--- src/rtl/exu_pkg.sv ---
package exu_pkg;
  localparam int XLEN   = 32;
  localparam int IW     = 16;
  localparam int RIDX_W = 3;
  localparam int IMM_W  = 8;
  localparam int OPC_W  = 2;

  typedef enum logic [OPC_W-1:0] {
    OP_ADD = 2'b00,
    OP_NEG = 2'b01,
    OP_LDI = 2'b10,
    OP_JZ  = 2'b11
  } opc_e;
endpackage

--- src/rtl/exu_fields.sv ---
module exu_fields
  import exu_pkg::*;
#(
  parameter int IW_P     = IW,
  parameter int RIDX_W_P = RIDX_W,
  parameter int IMM_W_P  = IMM_W
) (
  input  logic [IW_P-1:0]     instr,
  output opc_e                opc,
  output logic [RIDX_W_P-1:0] src_a,
  output logic [RIDX_W_P-1:0] dst_c,
  output logic [IMM_W_P-1:0]  imm
);
  // Field placement counted from the opcode end of the word.
  localparam int A_HI = IW_P - 1 - OPC_W;
  localparam int B_HI = A_HI - RIDX_W_P;
  localparam int C_HI = B_HI - RIDX_W_P;

  assign opc   = opc_e'(instr[IW_P-1 -: OPC_W]);
  assign src_a = instr[A_HI -: RIDX_W_P];
  assign dst_c = instr[C_HI -: RIDX_W_P];
  assign imm   = instr[IMM_W_P-1:0];
endmodule

--- src/rtl/exu_adder.sv ---
module exu_adder #(
  parameter int W = 32
) (
  input  logic [W-1:0] a,
  input  logic [W-1:0] b,
  input  logic         cin,
  output logic [W-1:0] sum
);
  logic [W:0] cy;
  assign cy[0] = cin;

  for (genvar i = 0; i < W; i++) begin : g_bit
    logic p;
    assign p         = a[i] ^ b[i];
    assign sum[i]    = p ^ cy[i];
    assign cy[i+1]   = (a[i] & b[i]) | (p & cy[i]);
  end
endmodule

--- src/rtl/exu_pick.sv ---
module exu_pick
  import exu_pkg::*;
#(
  parameter int XLEN_P   = XLEN,
  parameter int RIDX_W_P = RIDX_W,
  parameter int IMM_W_P  = IMM_W
) (
  input  opc_e                opc,
  input  logic [XLEN_P-1:0]   sum_ab,
  input  logic [XLEN_P-1:0]   neg_a,
  input  logic [IMM_W_P-1:0]  imm,
  input  logic                a_zero,
  input  logic [RIDX_W_P-1:0] src_a,
  input  logic [RIDX_W_P-1:0] dst_c,
  output logic                nxt_jump,
  output logic [XLEN_P-1:0]   nxt_val,
  output logic [RIDX_W_P-1:0] nxt_dst,
  output logic                nxt_wen
);
  localparam int PAD_W = XLEN_P - IMM_W_P;

  always_comb begin
    nxt_jump = 1'b0;
    nxt_val  = '0;
    nxt_dst  = '0;
    nxt_wen  = 1'b0;
    unique case (opc)
      OP_ADD: begin
        nxt_val = sum_ab;
        nxt_dst = dst_c;
        nxt_wen = 1'b1;
      end
      OP_NEG: begin
        nxt_val = neg_a;
        nxt_dst = src_a;
        nxt_wen = 1'b1;
      end
      OP_LDI: begin
        nxt_val = {{PAD_W{1'b0}}, imm};
        nxt_dst = src_a;
        nxt_wen = 1'b1;
      end
      OP_JZ: begin
        nxt_jump = a_zero;
      end
      default: ;
    endcase
  end
endmodule

--- src/rtl/exu_core.sv ---
module exu_core
  import exu_pkg::*;
#(
  parameter int XLEN_P   = XLEN,
  parameter int IW_P     = IW,
  parameter int RIDX_W_P = RIDX_W,
  parameter int IMM_W_P  = IMM_W
) (
  input  logic                clk,
  input  logic                rst,
  input  logic [IW_P-1:0]     instr,
  input  logic [XLEN_P-1:0]   ra_val,
  input  logic [XLEN_P-1:0]   rb_val,
  output logic                jump_o,
  output logic [XLEN_P-1:0]   val_o,
  output logic [RIDX_W_P-1:0] dst_o,
  output logic                wen_o,
  output logic [IMM_W_P-1:0]  target_o
);
  opc_e                opc;
  logic [RIDX_W_P-1:0] src_a, dst_c;
  logic [IMM_W_P-1:0]  imm;
  logic [XLEN_P-1:0]   sum_ab, neg_a;
  logic                a_zero;
  logic                nxt_jump, nxt_wen;
  logic [XLEN_P-1:0]   nxt_val;
  logic [RIDX_W_P-1:0] nxt_dst;

  exu_fields #(.IW_P(IW_P), .RIDX_W_P(RIDX_W_P), .IMM_W_P(IMM_W_P)) u_fields (
    .instr(instr), .opc(opc), .src_a(src_a), .dst_c(dst_c), .imm(imm)
  );

  // Sum of both sources.
  exu_adder #(.W(XLEN_P)) u_add (
    .a(ra_val), .b(rb_val), .cin(1'b0), .sum(sum_ab)
  );

  // Negation: inverted source plus one through the carry input.
  exu_adder #(.W(XLEN_P)) u_neg (
    .a(~ra_val), .b({XLEN_P{1'b0}}), .cin(1'b1), .sum(neg_a)
  );

  assign a_zero = ~|ra_val;

  exu_pick #(.XLEN_P(XLEN_P), .RIDX_W_P(RIDX_W_P), .IMM_W_P(IMM_W_P)) u_pick (
    .opc(opc), .sum_ab(sum_ab), .neg_a(neg_a), .imm(imm), .a_zero(a_zero),
    .src_a(src_a), .dst_c(dst_c),
    .nxt_jump(nxt_jump), .nxt_val(nxt_val), .nxt_dst(nxt_dst), .nxt_wen(nxt_wen)
  );

  always_ff @(posedge clk) begin
    if (rst) begin
      jump_o   <= 1'b0;
      val_o    <= '0;
      dst_o    <= '0;
      wen_o    <= 1'b0;
      target_o <= '0;
    end else begin
      jump_o   <= nxt_jump;
      val_o    <= nxt_val;
      dst_o    <= nxt_dst;
      wen_o    <= nxt_wen;
      target_o <= imm;
    end
  end
endmodule

--- config.mk ---
export PLATFORM = sky130hd
export DESIGN_NAME = exu_core
export DESIGN_NICKNAME = d
export VERILOG_FILES = /design/src/rtl/exu_pkg.sv /design/src/rtl/exu_fields.sv /design/src/rtl/exu_adder.sv /design/src/rtl/exu_pick.sv /design/src/rtl/exu_core.sv
export SDC_FILE = /design/constraint.sdc
export NUM_CORES = 1
export LEC_CHECK = 0
export ABC_CLOCK_PERIOD_IN_PS = 18100
export BUFFER_PORTS_ARGS = -buffer_cell sky130_fd_sc_hd__clkbuf_2
export CORE_AREA = 4 4 110 70
export CTS_CLUSTER_DIAMETER = 40
export CTS_CLUSTER_SIZE = 20
export DETAILED_ROUTE_END_ITERATION = 10
export DIE_AREA = 0 0 114 74
export PLACE_DENSITY = 0.75
export SLEW_MARGIN = 20
export SYNTH_ARGS = -nofsm -noshare
export SYNTH_HDL_FRONTEND = slang
export SYNTH_SLANG_ARGS = --single-unit
--- constraint.sdc ---
create_clock -name clk -period 18.1 [get_ports clk]
set_input_delay 0.905 -clock clk [delete_from_list [all_inputs] [get_ports clk]]
set_output_delay 0.905 -clock clk [all_outputs]
set_load 0.01 [all_outputs]
==> results of run 1 <==
-- sequential cells by signal, indices dropped and copies added (netlist names) --
name and count:
dst_o 3, jump_o 1, target_o 8, val_o 32, wen_o 1
-- how the worst max path moves through the flow --
stage                    from         to  slack (ps)  cells past startpoint
global placement    ra_val[0]  val_o[31]        4550                     36
finish              ra_val[0]  val_o[31]        4600                     36
CTS                 ra_val[0]  val_o[31]        4570                     36
detailed placement  ra_val[0]  val_o[31]        4320                     36
floorplan           ra_val[0]  val_o[31]        5150                     35
global route        ra_val[0]  val_o[31]        4190                     36
-- logic make-up (layout without fill, tap and decap cells) --
group                    after synthesis  after routing  synth area share (%)
AO/OA/AOI/OAI                         35             35                 7.656
AND/OR/NAND/NOR                       80             80                 13.95
buffers and inverters                 83            203                 10.97
XOR/XNOR                               2              2                 1.063
flip-flops                            45             45                 30.63
adder cells (fa/ha/maj)               66             66                 35.73
-- metal layers --
layer	vias up	global-route usage (%)	share of wire [%]
met2	85	31.58	46
met4	0	1.713	0.30
li1	1210	-	-
met5	-	0	0
met3	2	4.065	7.0
met1	1131	26.58	46
-- where the power goes --
| part | internal, mW | switching (mW) | total (mW) |
|---|---|---|---|
| clock network | 0.0641 | 0.0370 | 0.101 |
| logic | 0.0283 | 0.0323 | 0.0606 |
| registers | 0.105 | 0.00151 | 0.106 |
| total | 0.197 | 0.0708 | 0.268 |
-- per-stage QoR --
step	hold WS (ps)	cells	setup WS [ps]	total power, mW	util (%)
global route	860.2	518	4187	0.2860	57.22
global placement	1137	511	4555	0.1668	54.76
finish	849.2	518	4599	0.2678	57.22
floorplan	1033	311	5154	0.1447	-
detailed placement	1137	511	4324	0.1696	54.76
CTS	845.0	518	4569	0.2723	57.18
-- area by class of cell --
cell class / instances / area share, %
Inverter: 71 / 7.037
Clock inverter: 2 / 0.9250
Sequential cell: 45 / 23.79
Tap cell: 87 / 2.874
Timing Repair Buffer: 125 / 16.65
Multi-Input combinational cell: 183 / 45.42
Clock buffer: 5 / 3.304
-- worst max-delay path, delay by kind of cell --
family | cells | cell delay (ps)
AO/OA/AOI/OAI | 1 | 180
AND/OR/NAND/NOR | 1 | 50
adder cells (fa/ha/maj) | 31 | 12160
XOR/XNOR | 1 | 180
buffers and inverters | 2 | 170
-- placed cells by master (no fill, tap or decap) --
cell type,Yosys,final
clkbuf_2,0,123
inv_1,71,71
dfxtp_1,45,45
ha_1,36,35
fa_1,30,30
nand2_1,23,23
nand2b_1,23,23
a21oi_1,23,23
nor2_1,14,14
a222oi_1,8,8
nor2b_1,8,8
nor4_1,5,5
clkbuf_16,0,5
a22oi_1,4,4
nor4b_1,2,2
nand4_1,2,2
buf_4,0,2
or2_1,1,1
nand3_1,1,1
nor3_1,1,1
xnor3_1,1,1
xnor2_1,1,1
ha_2,0,1
clkinv_2,0,1
bufinv_16,0,1
==> impl_metrics.yaml, run 1 <==
run_status:
  outcome: "finished, final reports clean"
synthesis:
  netlist.area_leader.share_pct: 30.63
  avgSynthCellArea_um2: 9.458
  synth.net_count: 459
  syn_inst: 311
  synth_ff_type: "dfxtp_1"
  synth_area_leaders: "dfxtp_1 (31%), fa_1 (20%), ha_1 (15%)"
  synth_most_common_cell: "inv_1"
  syn_area_um2: 2942
  synth_edf_count: 0
  synth_seq_cells: 45
  ys_top_cells_by_count: "inv_1 (71), dfxtp_1 (45), ha_1 (36), fa_1 (30)"
  synth_warnings: 0
  yosysUniqueCellTypes: 22
  async_flop_share_pct: 0
  yosysSeqAreaShare_pct: 30.63
  synth_top_area_cell: "dfxtp_1"
clock_tree:
  postCtsSetupBuffers: 0
  ctsHoldBuffers: 0
  clk_pin_slew_ps: 60
  cts_max_path_buffers: 2
  cts_resized: 0
  clockRootBuffer: "clkbuf_16"
  numCtsBuffers: 5
  cts_htree_levels: 2
  cts_tree: "built"
  clock_sinks: 45
worst_setup_path:
  crit_slowest_cell: "fa_1"
  crit_path_start_kind: "input pin"
  max_stage_delay_ps: 430
  critPathMostFrequentCell: "fa_1"
  setup.worst_path.end_class: "register"
  worstSetupPathType: "input pin to register"
  required_ps: 18260
  critPathMaxFanout: 3
  cp_data_arrival_time_ps: 13660
place:
  placed_area_um2: 3625
  io_buffers: 123
  dp_hpwl_um: 6253
  gp_congestion: 0.8366
hold_path:
  worstHoldPathCells: 2
  min-delay-start: "instr[2]"
  hp-class: "input pin to register"
  whs_endpoint: "target_o[2]"
pwr:
  p_per_area_nw_per_um2: 70.72
  ir_drop_v: 0.00003523
  p_leak_nw: 2.080
sta:
  timing.final.crit_share_pct: 74.59
  fin_crit_ps: 13500
  setup_viol: 0
  finalSetupTns_ps: 0
  fmax_mhz: 74.07
  rsz0062_at_grt: "false"
  max_slew_margin_pct: 57.73
  worst_slew_pin_slew_ps: 634.0
  slew_viol_final: 0
  hold_viol_final: 0
global_route:
  grt_max_degree: 36
  antenna_found_initial: 0
  first_global_vias: 2596
  grt_use_total_pct: 18.89
  grt_pass1_wl_um: 12510
  grt-ovfl-total: 0
layout:
  final_cell_area_um2: 3787
  syn_to_final_growth_pct: 28.75
  seqCellArea_um2: 900.9
  drive_gt1_share_pct: 30.86
  multi_input_area_um2: 1720
  fin_nets: 579
  fill_cells: 632
  antenna_cells: 0
floorplanning:
  dieArea_um2: 8436
  io_pins: 127
  start_util_pct: 44.44
  chipWidth_um: 114
  coreArea_um2: 6619
  rows: 23
  die_h_um: 74
routing:
  wl_per_cell_um: 14.59
  drc_errors: 0
  drtIter0Drc: 108
  num_vias: 2428
  routed_wl_um: 7558
  drt_pass1_iterations: 5
  drtAntennaViolNets: 0
  vias_per_cell: 4.687
flow_run:
  maxCapViolCount: 0
No activity file was read; power rests on OpenSTA's default activity.
==> run 2: changes to the inputs <==
- ABC_CLOCK_PERIOD_IN_PS: 18100 -> 13600
- clock period: 18.1 -> 13.6 ns (I/O delays scaled with it)
==> run 2 against run 1 <==
- first-iteration DRC count grew 35%
- sequential power is 33% higher
- sequential cell count unchanged
- worst hold slack worse by 230 ps
- sequential share of layout area decreased by 0.19 points
- count of clock-buffer cells in the layout stayed put
- critical path depth did not move
- utilization up 0.45 points
- via count increased by 2.1%
- die area unchanged
- final area up 0.79%
==> impl_metrics.yaml, run 2 (synthesized netlist as in run 1, its figures left out) <==
sta:
  fin_crit_ps: 13180
  setup_viol: 0
  worst_slew_pin_slew_ps: 733.8
  rsz0062_at_grt: "false"
  finalSetupTns_ps: 0
  worst_slack_ps: 423.6
  slew_viol_final: 0
  hold_viol_final: 0
  timing.final.crit_share_pct: 96.89
  max_slew_margin_pct: 51.08
  fmax_mhz: 75.89
pwr:
  combPwrFrac_pct: 21.2
  ir_drop_v: 0.00006701
  p_leak_nw: 2.095
  switching_share_pct: 25.81
  clkPwrFrac_pct: 41.6
  p_seq_share_pct: 37.2
  power_switching_mw: 0.09804
  power.internal_mw: 0.2818
  p_per_area_nw_per_um2: 99.50
hold_path:
  hp-class: "input pin to register"
  min-delay-start: "instr[2]"
  worstHoldPathCells: 2
  whs_endpoint: "target_o[2]"
place:
  pre_cts_ws_ps: 94.74
  dp_hpwl_um: 6477
  gp_congestion: 0.8520
  io_buffers: 123
layout:
  seqCellArea_um2: 900.9
  multi_input_area_um2: 1720
  reg_top3: "val_o (32), target_o (8), dst_o (3)"
  antenna_cells: 0
  syn_to_final_growth_pct: 29.77
  largest_register_ffs: 32
  drive_gt1_share_pct: 31.02
  final_common_cell: "clkbuf_2"
  fill_cells: 606
  final_cell_mix: "clkbuf_2 (123), inv_1 (71), dfxtp_1 (45)"
  fin_nets: 579
  top_register: "val_o"
routing:
  drtIter0Drc: 146
  vias_per_cell: 4.776
  routed_wl_um: 7681
  wl_per_cell_um: 14.80
  drc_errors: 0
  drt_pass1_iterations: 4
  num_vias: 2479
  drtAntennaViolNets: 0
global_route:
  grt_max_degree: 33
  grt-ovfl-total: 0
  grt_use_total_pct: 19.27
  antenna_found_initial: 0
  grt_pass1_wl_um: 12790
  first_global_vias: 2710
floorplanning:
  die_h_um: 74
  rows: 23
  coreArea_um2: 6619
  dieArea_um2: 8436
  start_util_pct: 44.44
  io_pins: 127
  chipWidth_um: 114
clock_tree:
  numCtsBuffers: 5
  cts_resized: 0
  cts_tree: "built"
  cts_max_path_buffers: 2
  postCtsSetupBuffers: 0
  ctsHoldBuffers: 0
  clockRootBuffer: "clkbuf_16"
  clk_pin_slew_ps: 70
  clock_sinks: 45
  cts_htree_levels: 2
flow_run:
  maxCapViolCount: 0
worst_setup_path:
  critPathMostFrequentCell: "fa_1"
  cp_data_arrival_time_ps: 13320
  max_stage_delay_ps: 440
  worstSetupPathType: "input pin to register"
  crit_path_start_kind: "input pin"
  critPathMaxFanout: 3
  crit_slowest_cell: "fa_1"
  setup.worst_path.end_class: "register"
  required_ps: 13740
run_status:
  outcome: "finished, final reports clean"
## run 2: power groups by stage
stage	clock [mW]	combinational (mW)	sequential, mW
6_report	0.158	0.0806	0.141
4_1_cts	0.162	0.0817	0.141
5_1_grt	0.168	0.0932	0.142
3_5_place_dp	0	0.0812	0.144
3_3_place_gp	0	0.0778	0.144
2_1_floorplan	0	0.0444	0.148
## run 2: area by class of cell
cell class              count  area share [%]
clock buffers               5           3.278
repair buffers            125           16.52
inverters                  71           6.981
flip-flops and latches     45           23.60
clock inverters             3           1.704
multi-input cells         183           45.07
well taps                  87           2.852
## run 2: routing by layer
metal | wire (µm) | track usage (%) | part of all wire (%) | up-vias
li1 | - | - | - | 1206
met1 | 3506 | 26.20 | 46 | 1173
met2 | 3507 | 31.45 | 46 | 90
met3 | 547 | 4.634 | 7.1 | 10
met4 | 119 | 4.875 | 1.5 | 0
met5 | 0 | 0 | 0 | -
## run 2: critical path: cells and delay by family
family	cells	cell delay, ps
adders and majority gates	31	12060
xor gates and xnor gates	1	180
AOI/OAI and AO/OA	1	180
buffers and inverters	2	160
and+or+nand+nor	1	50
## run 2: through the flow
stage	util [%]	cell area [µm²]	total power [mW]	instances	hold slack (ps)
after detailed placement	54.76	3625	0.2256	511	911.8
after global routing	57.67	3817	0.4030	519	628.1
after global placement	54.76	3625	0.2219	511	912.0
after floorplan	-	2942	0.1925	311	808.2
after CTS	57.64	3815	0.3848	519	619.3
final	57.67	3817	0.3798	519	621.1
## run 2: worst max path at each step
stage	endpoint	slack, ps	startpoint	cells after the start
floorplan	val_o[31]	880	ra_val[0]	35
global placement	val_o[31]	290	ra_val[0]	36
detailed placement	val_o[31]	90	ra_val[0]	36
CTS	val_o[31]	380	ra_val[0]	36
global route	val_o[31]	30	ra_val[0]	36
finish	val_o[31]	420	ra_val[0]	36
==> run 3: changes to the inputs <==
- CORE_AREA: 4 4 110 70 -> 4 4 86 88
- DIE_AREA: 0 0 114 74 -> 0 0 90 92
- SLEW_MARGIN: 20 -> unset
==> run 3 against run 2 <==
- total power decreased by 13%
- wire length is 4.3% lower
- first-iteration DRC count decreased by 10%
- sequential power barely moved
- non-clock buffer count is the same
- count of clock-buffer cells in the layout is 2 higher
- critical path depth unchanged
- worst setup slack worse by 58 ps
- combinational power about the same
- sequential share of layout area up 0.54 points
- utilization is 1.5 points lower
- final area shrank 2.2%
- largest cell class unchanged
==> impl_metrics.yaml, run 3 (synthesized netlist as in run 1, its figures left out) <==
clock_tree:
  cts_resized: 0
  cts_max_path_buffers: 2
  clockRootBuffer: "clkbuf_8"
  ctsHoldBuffers: 0
  cts_htree_levels: 2
  cts_tree: "built"
  numCtsBuffers: 5
  clock_sinks: 45
  clk_pin_slew_ps: 80
  postCtsSetupBuffers: 0
layout:
  antenna_cells: 0
  drive_gt1_share_pct: 30.56
  final_cells: 512
  final_cell_area_um2: 3732
  syn_to_final_growth_pct: 26.88
  largest_register_ffs: 32
  final_util_pct: 56.18
  top_register: "val_o"
  fin_nets: 579
  reg_top3: "val_o (32), target_o (8), dst_o (3)"
  final_common_cell: "clkbuf_2"
  final_cell_mix: "clkbuf_2 (123), inv_1 (71), dfxtp_1 (45)"
routing:
  drc_errors: 0
  vias_per_cell: 4.828
  drt_pass1_iterations: 4
  drtIter0Drc: 131
  drtAntennaViolNets: 0
  num_vias: 2472
  wl_per_cell_um: 14.35
  routed_wl_um: 7349
place:
  placed_area_um2: 3616
  dp_hpwl_um: 6193
  pre_cts_ws_ps: 100.5
  io_buffers: 123
  place_inst: 504
  gp_congestion: 0.8941
floorplanning:
  coreArea_um2: 6644
  start_util_pct: 44.27
  dieArea_um2: 8280
  rows: 30
  io_pins: 127
  chipWidth_um: 90
  die_h_um: 92
global_route:
  grt-ovfl-total: 0
  grt_pass1_wl_um: 12610
  antenna_found_initial: 0
  grt_max_degree: 33
  grt_use_total_pct: 18.94
  first_global_vias: 2658
worst_setup_path:
  cp_data_arrival_time_ps: 13420
  crit_slowest_cell: "fa_1"
  critPathMaxFanout: 3
  crit_path_start_kind: "input pin"
  setup.worst_path.end_class: "register"
  worstSetupPathType: "input pin to register"
  required_ps: 13780
  critPathMostFrequentCell: "fa_1"
  max_stage_delay_ps: 420
sta:
  timing.final.crit_share_pct: 97.31
  max_slew_margin_pct: 21.24
  slew_viol_final: 0
  finalSetupTns_ps: 0
  setup_viol: 0
  worst_slack_ps: 365.9
  fin_crit_ps: 13230
  worst_slew_pin_slew_ps: 1181
  rsz0062_at_grt: "false"
  fmax_mhz: 75.56
  hold_viol_final: 0
  whs_ps: 622.5
flow_run:
  maxCapViolCount: 0
pwr:
  p_leak_nw: 2.061
  p_per_area_nw_per_um2: 88.18
  total_power_mw: 0.3291
  ir_drop_v: 0.00003760
run_status:
  outcome: "finished, final reports clean"
hold_path:
  hp-class: "input pin to register"
run 3: routing by layer:
layer / vias to the layer above / GRT usage, % / share of wire, % / wire, µm
met2: 106 / 32.67 / 48 / 3532
li1: 1213 / - / - / -
met5: - / 0 / 0 / 0
met4: 0 / 4.464 / 1.1 / 79
met3: 7 / 6.317 / 9.1 / 668
met1: 1146 / 22.91 / 42 / 3069
run 3: critical path, delay by kind of cell:
| kind | cells | cell delay [ps] |
|---|---|---|
| XOR/XNOR | 1 | 190 |
| buffers and inverters | 2 | 160 |
| adder cells (fa/ha/maj) | 31 | 12110 |
| AND/OR/NAND/NOR | 1 | 70 |
| AO/OA/AOI/OAI | 1 | 190 |
run 3: path summary, 6_finish.rpt:
kind | startpoint | to | cells after the start
hold / removal | instr[0] | target_o[0] | 2
setup / recovery | ra_val[0] | val_o[31] | 36
run 3: cell type report:
class | instances | area, µm²
well taps | 80 | 100.1
inverters | 71 | 266.5
flip-flops and latches | 45 | 900.9
fillers | 634 | 2912
repair buffers | 125 | 630.6
clock inverters | 1 | 30.03
multi-input cells | 183 | 1718
clock buffers | 7 | 86.33
run 3: where the power goes:
group          switching, mW  leakage (nW)  internal (mW)  total, mW
combinational         0.0430          1.63         0.0379     0.0809
sequential           0.00186         0.370          0.139      0.141
clock                 0.0472        0.0585         0.0600      0.107
total                 0.0920          2.06          0.237      0.329
